==> config.mk <==
export PLATFORM = sky130hd
export DESIGN_NAME = strip_pingpong_arb
export DESIGN_NICKNAME = d
export VERILOG_FILES = /design/src/rtl/spp_pkg.sv /design/src/rtl/spp_face_tracker.sv /design/src/rtl/spp_coder_seq.sv /design/src/rtl/strip_pingpong_arb.sv
export SDC_FILE = /design/constraint.sdc
export NUM_CORES = 1
export LEC_CHECK = 0
export BUFFER_PORTS_ARGS = -buffer_cell sky130_fd_sc_hd__buf_4
export CAP_MARGIN = 20
export CORE_MARGIN = 4
export CORE_UTILIZATION = 54
export DETAILED_ROUTE_END_ITERATION = 12
export PLACE_DENSITY = 0.79
export RECOVER_POWER = 25
export SLEW_MARGIN = 25
export SYNTH_ARGS = -nofsm -noshare
export SYNTH_HDL_FRONTEND = slang
export SYNTH_SLANG_ARGS = --single-unit
==> constraint.sdc <==
create_clock -name clk_i -period 5.58 [get_ports clk_i]
set_clock_uncertainty 0.2 [all_clocks]
set_input_delay 1.116 -clock clk_i [delete_from_list [all_inputs] [get_ports clk_i]]
set_output_delay 1.116 -clock clk_i [all_outputs]
set_load 0.01 [all_outputs]
==> src/rtl/spp_pkg.sv <==
package spp_pkg;
  typedef enum logic [1:0] {
    FACE_EMPTY    = 2'd0,
    FACE_FILLING  = 2'd1,
    FACE_FULL     = 2'd2,
    FACE_DRAINING = 2'd3
  } face_st_e;

  localparam int unsigned NUM_FACES = 2;
endpackage

==> src/rtl/spp_face_tracker.sv <==
module spp_face_tracker
  import spp_pkg::*;
(
  input  logic       clk_i,
  input  logic       rst_ni,
  input  logic       prod_done_i,
  input  logic       cons_done_i,
  input  logic       final_i,
  output logic [3:0] face_state_o,
  output logic       prod_face_o,
  output logic       cons_face_o,
  output logic       prod_wait_o,
  output logic       cons_wait_o,
  output logic       ended_o
);
  face_st_e st_q [NUM_FACES];
  face_st_e st_d [NUM_FACES];
  logic pf_q, pf_d, cf_q, cf_d;
  logic pw_q, pw_d, cw_q, cw_d;
  logic end_q, end_d;
  logic pd, cd;

  assign pd = (prod_done_i | final_i) & ~pw_q & ~end_q;
  assign cd = cons_done_i & ~cw_q;

  // events first, then producer resolution, then consumer resolution
  always_comb begin
    st_d  = st_q;
    pf_d  = pf_q;
    cf_d  = cf_q;
    pw_d  = pw_q;
    cw_d  = cw_q;
    end_d = end_q;
    if (cd) begin
      st_d[cf_q] = FACE_EMPTY;
      cw_d       = 1'b1;
    end
    if (pd) begin
      st_d[pf_q] = FACE_FULL;
      if (final_i) end_d = 1'b1;
      else         pw_d  = 1'b1;
    end
    if (pw_d && st_d[~pf_q] == FACE_EMPTY) begin
      pf_d        = ~pf_q;
      st_d[~pf_q] = FACE_FILLING;
      pw_d        = 1'b0;
    end
    if (cw_d && st_d[~cf_q] == FACE_FULL) begin
      cf_d        = ~cf_q;
      st_d[~cf_q] = FACE_DRAINING;
      cw_d        = 1'b0;
    end
  end

  always_ff @(posedge clk_i or negedge rst_ni) begin
    if (!rst_ni) begin
      st_q[0] <= FACE_FILLING;
      st_q[1] <= FACE_EMPTY;
      pf_q    <= 1'b0;
      cf_q    <= 1'b1;
      pw_q    <= 1'b0;
      cw_q    <= 1'b1;
      end_q   <= 1'b0;
    end else begin
      st_q  <= st_d;
      pf_q  <= pf_d;
      cf_q  <= cf_d;
      pw_q  <= pw_d;
      cw_q  <= cw_d;
      end_q <= end_d;
    end
  end

  for (genvar i = 0; i < NUM_FACES; i++) begin : g_pack
    assign face_state_o[2*i +: 2] = st_q[i];
  end

  assign prod_face_o = pf_q;
  assign cons_face_o = cf_q;
  assign prod_wait_o = pw_q;
  assign cons_wait_o = cw_q;
  assign ended_o     = end_q;
endmodule

==> src/rtl/spp_coder_seq.sv <==
module spp_coder_seq #(
  parameter int unsigned BLOCKS_PER_STRIP = 4
) (
  input  logic clk_i,
  input  logic rst_ni,
  input  logic ready_i,
  input  logic stop_i,
  input  logic blk_done_i,
  output logic dsync_o,
  output logic face_done_o
);
  localparam int unsigned CNT_W = (BLOCKS_PER_STRIP > 1) ? $clog2(BLOCKS_PER_STRIP) : 1;
  localparam logic [CNT_W-1:0] LAST = CNT_W'(BLOCKS_PER_STRIP - 1);

  logic [CNT_W-1:0] cnt_q;
  logic busy_q, dsync_q, issue, fin;

  assign issue       = ready_i & ~busy_q & ~stop_i;
  assign fin         = busy_q & blk_done_i;
  assign face_done_o = fin & (cnt_q == LAST);

  always_ff @(posedge clk_i or negedge rst_ni) begin
    if (!rst_ni) begin
      cnt_q   <= '0;
      busy_q  <= 1'b0;
      dsync_q <= 1'b0;
    end else begin
      dsync_q <= issue;
      if (fin) begin
        busy_q <= 1'b0;
        cnt_q  <= (cnt_q == LAST) ? '0 : cnt_q + 1'b1;
      end else if (issue) begin
        busy_q <= 1'b1;
      end
    end
  end

  assign dsync_o = dsync_q;
endmodule

==> src/rtl/strip_pingpong_arb.sv <==
module strip_pingpong_arb #(
  parameter int unsigned BLOCKS_PER_STRIP = 4
) (
  input  logic       clk_i,
  input  logic       rst_ni,
  input  logic       encode_i,
  input  logic       strip_start_i,
  input  logic       strip_done_i,
  input  logic       eoi_i,
  input  logic       blk_done_i,
  input  logic       stop_i,
  output logic       dsync_o,
  output logic       cbusy_o,
  output logic       overrun_o,
  output logic       pix_face_o,
  output logic       cod_face_o,
  output logic [3:0] face_state_o
);
  logic prod_face, cons_face, prod_wait, cons_wait, ended;
  logic cod_ready, cod_face_done, prod_done, cons_done;
  logic ovr_q;

  assign prod_done = encode_i ? strip_done_i  : cod_face_done;
  assign cons_done = encode_i ? cod_face_done : strip_done_i;
  assign cod_ready = encode_i ? ~cons_wait    : ~prod_wait;

  spp_face_tracker u_faces (
    .clk_i        (clk_i),
    .rst_ni       (rst_ni),
    .prod_done_i  (prod_done),
    .cons_done_i  (cons_done),
    .final_i      (eoi_i & encode_i),
    .face_state_o (face_state_o),
    .prod_face_o  (prod_face),
    .cons_face_o  (cons_face),
    .prod_wait_o  (prod_wait),
    .cons_wait_o  (cons_wait),
    .ended_o      (ended)
  );

  spp_coder_seq #(.BLOCKS_PER_STRIP(BLOCKS_PER_STRIP)) u_coder (
    .clk_i       (clk_i),
    .rst_ni      (rst_ni),
    .ready_i     (cod_ready),
    .stop_i      (stop_i),
    .blk_done_i  (blk_done_i),
    .dsync_o     (dsync_o),
    .face_done_o (cod_face_done)
  );

  assign cbusy_o    = encode_i ? prod_wait : cons_wait;
  assign pix_face_o = encode_i ? prod_face : cons_face;
  assign cod_face_o = encode_i ? cons_face : prod_face;

  always_ff @(posedge clk_i or negedge rst_ni) begin
    if (!rst_ni)                       ovr_q <= 1'b0;
    else if (strip_start_i && cbusy_o) ovr_q <= 1'b1;
  end

  assign overrun_o = ovr_q;
endmodule

==> impl_results.md <==
* Maxcap violations at 0
* Synth Cell Area at roughly 790 µm²
* Synth top area share at between 30% and 40%
* Status: finished, final reports clean
* Total gr overflow at 0
* Main synth FF type: dfrtp_1
* Power Total at about 410 µW
* Net Count, Synth at approximately 90
* Core footprint at about 1300 µm²
* Post-CTS Resized at 0
* Die height at ~46 µm
* Synth unique cells at 36
* Post-synthesis sequential area ratio at 44.78%
* Area Growth Syn to Fin at 19.30%
* I/O pin cnt at 17
* Critical Path End Type: primary output
* Layout fillers at 99
* Fin nets at around 110
* Combinational power share at between 40% and 50%
* Sequential power share at between 40 and 50%
* CTS Buf Count at 3
* Clock share of power at 14.6%
* EDFF count, synth at 0
* Clock Path Buffers at 2
* Pins Over Slew Limit at 0
* Clock Latency Late Sink at ~0.28 ns
* Post-CTS Setup Bufs at 0
* Crit path max fanout at 16
* Root Driver: clkbuf_4
* Pre-antenna DRT Iters at 4
* Required @ worst endpoint at 4.26 ns
* Worst Path Arrival at approximately 1.8 ns
* Clock Sinks at 14
* Via count at 730
* Starting Density at between 50% and 60%
* Area leader, netlist: dfrtp_1
* Largest net degree at the start of global routing at 17
* Worst-path clk slew at approximately 0.08 ns
* WL/cell at between 15 and 20 µm
* Switching Share at between 30 and 40%
* CP Class: in2out
* Slew @ Worst Pin at roughly 0.76 ns
* Final setup TNS at 0 ns
* # DRC at 0
* HPWL Detailed at 1253 µm
* Synth area leaders: dfrtp_1, dfstp_2, nand2_1
* Warnings from Yosys at 0
* Die area at between 2000 and 2500 µm²
* Vias/cell at between 6 and 7
* RSZ-0062 raised after global routing: no
* Gr usage total at between 10% and 20%
* Layout cells sized above 1 at between 20 and 30%
* Most instantiated cells after synthesis: dfrtp_1, nand2_1, inv_1, nor2_1, o21ai_0
* Net load switching power at about 160 µW
* H-tree levels at 1
* # hold bufs at CTS at 0
* Number of global-route vias before repair at 607
* Crit path time final at 3.107 ns
* TritonCTS clock tree: done
* Starting DRC count in detailed routing at 33
* Initial antenna violation count at 0
* Hold crit path type: reg2reg
* Fmax at about 320 MHz
* Startpoint types: primary input
* Mapped Avg Cell Area at just under 10 µm²
* Total wire length at around 1700 µm
* Ys async rst share at 100.0%
* Routability cong. at 0.7708
* Pwr/cell area at roughly 440 nW/µm²
* Post-route ant nets at 0
* Synth Register Bits at 14
* PortBufs at 16
* Die X at 46.27 µm
* Normalized max-slew margin at between 40% and 50%
* Cell with the most instances after synthesis: dfrtp_1
* Lkg Pwr at around 0.41 nW
* Row count at 13
* VDD IR max at approximately 0.25 mV
* Synth Instances at 80
* Final period util at 55.69%
* First-pass GRT wire length at about 2800 µm
* Final hold violation count at 0
* Pint at 257.6 µW
* # diodes at 0
* Final Setup Violations at 0
[cell type report]
type                            count  area, µm²  share of cell area (%)
Inverter                            5      18.77                   1.989
Tap cell                           15      18.77                   1.989
Multi-Input combinational cell     59      409.1                   43.37
Sequential cell                    14      354.1                   37.53
Timing Repair Buffer               16      116.4                   12.33
Clock buffer                        4      26.28                   2.785
[power groups by stage]
stage          Clock (mW)  Sequential, mW  Combinational (mW)
6_report           0.0603           0.184               0.169
3_5_place_dp            0           0.185               0.169
5_1_grt            0.0683           0.190               0.190
2_1_floorplan           0           0.177               0.110
4_1_cts            0.0625           0.184               0.170
3_3_place_gp            0           0.184               0.165
[cells in the final DEF, fill, tap and decap left out, types with 3 or more instances in the layout]
| master | instances |
|---|---|
| buf_4 | 15 |
| dfrtp_1 | 11 |
| a21o_1 | 3 |
| o21ai_0 | 5 |
| inv_1 | 5 |
| nand2_1 | 7 |
| nor2b_1 | 3 |
| o31ai_1 | 3 |
| nor2_1 | 5 |
| dfstp_2 | 3 |
| clkbuf_4 | 3 |
[stage by stage]
stage                     hold slack [ns]  utilization [%]  instance area (µm²)  worst slack (ns)  cells
after global routing               0.3061            70.73                943.4             2.453    113
after detailed placement           0.2534            69.04                920.9             2.474    109
final                              0.2657            70.73                943.4             2.473    113
after global placement             0.2400            69.04                920.9             2.480    109
after CTS                          0.2731            71.01                947.2             2.475    113
after floorplan                    0.2800                -                790.8             2.618     80
[worst paths after layout]
check / start / end / slack [ns] / cells past startpoint
worst min-delay path: overrun_o / overrun_o / 0.27 / 1
worst max-delay path: encode_i / cbusy_o / 2.47 / 3
worst min register to register: overrun_o / overrun_o / 0.27 / 1
worst max register to register: u_coder.cnt_q[0] / u_faces.cons_face_o / 3.43 / 5
max in group asynchronous: rst_ni / u_faces.face_state_o[2] / 4.03 / 1
min in group asynchronous: rst_ni / u_coder.cnt_q[0] / 0.67 / 1
[per-layer routing]
| layer | part of all wire (%) | GRT usage, % | up-vias | wire [µm] |
|---|---|---|---|---|
| met5 | 0 | 0 | - | 0 |
| met4 | 3.0 | 11.93 | 0 | 51 |
| met3 | 7.5 | 4.688 | 7 | 129 |
| met2 | 47 | 28.85 | 38 | 810 |
| met1 | 42 | 25.18 | 345 | 722 |
| li1 | - | - | 340 | - |
[cells by family after synthesis]
group	after synthesis	share of synthesized area [%]
adder cells (fa/ha/maj)	1	1.582
buffers and inverters	7	3.480
AO/OA/AOI/OAI	28	26.74
flip-flops	14	44.78
AND/OR/NAND/NOR	28	20.57
multiplexers	2	2.848
[registers in the layout (all words and copies together), names as in the netlist]
signal / flops
overrun_o: 1
u_coder.busy_q: 1
u_coder.cnt_q: 2
u_coder.dsync_o: 1
u_faces.cons_face_o: 1
u_faces.cons_wait_o: 1
u_faces.ended_o: 1
u_faces.face_state_o: 4
u_faces.prod_face_o: 1
u_faces.prod_wait_o: 1
[critical path, stage by stage]
cell	delay (ns)
buf_4	0.17
mux2_2	0.36
buf_4	0.14
Power figures use the tool's default switching activity.
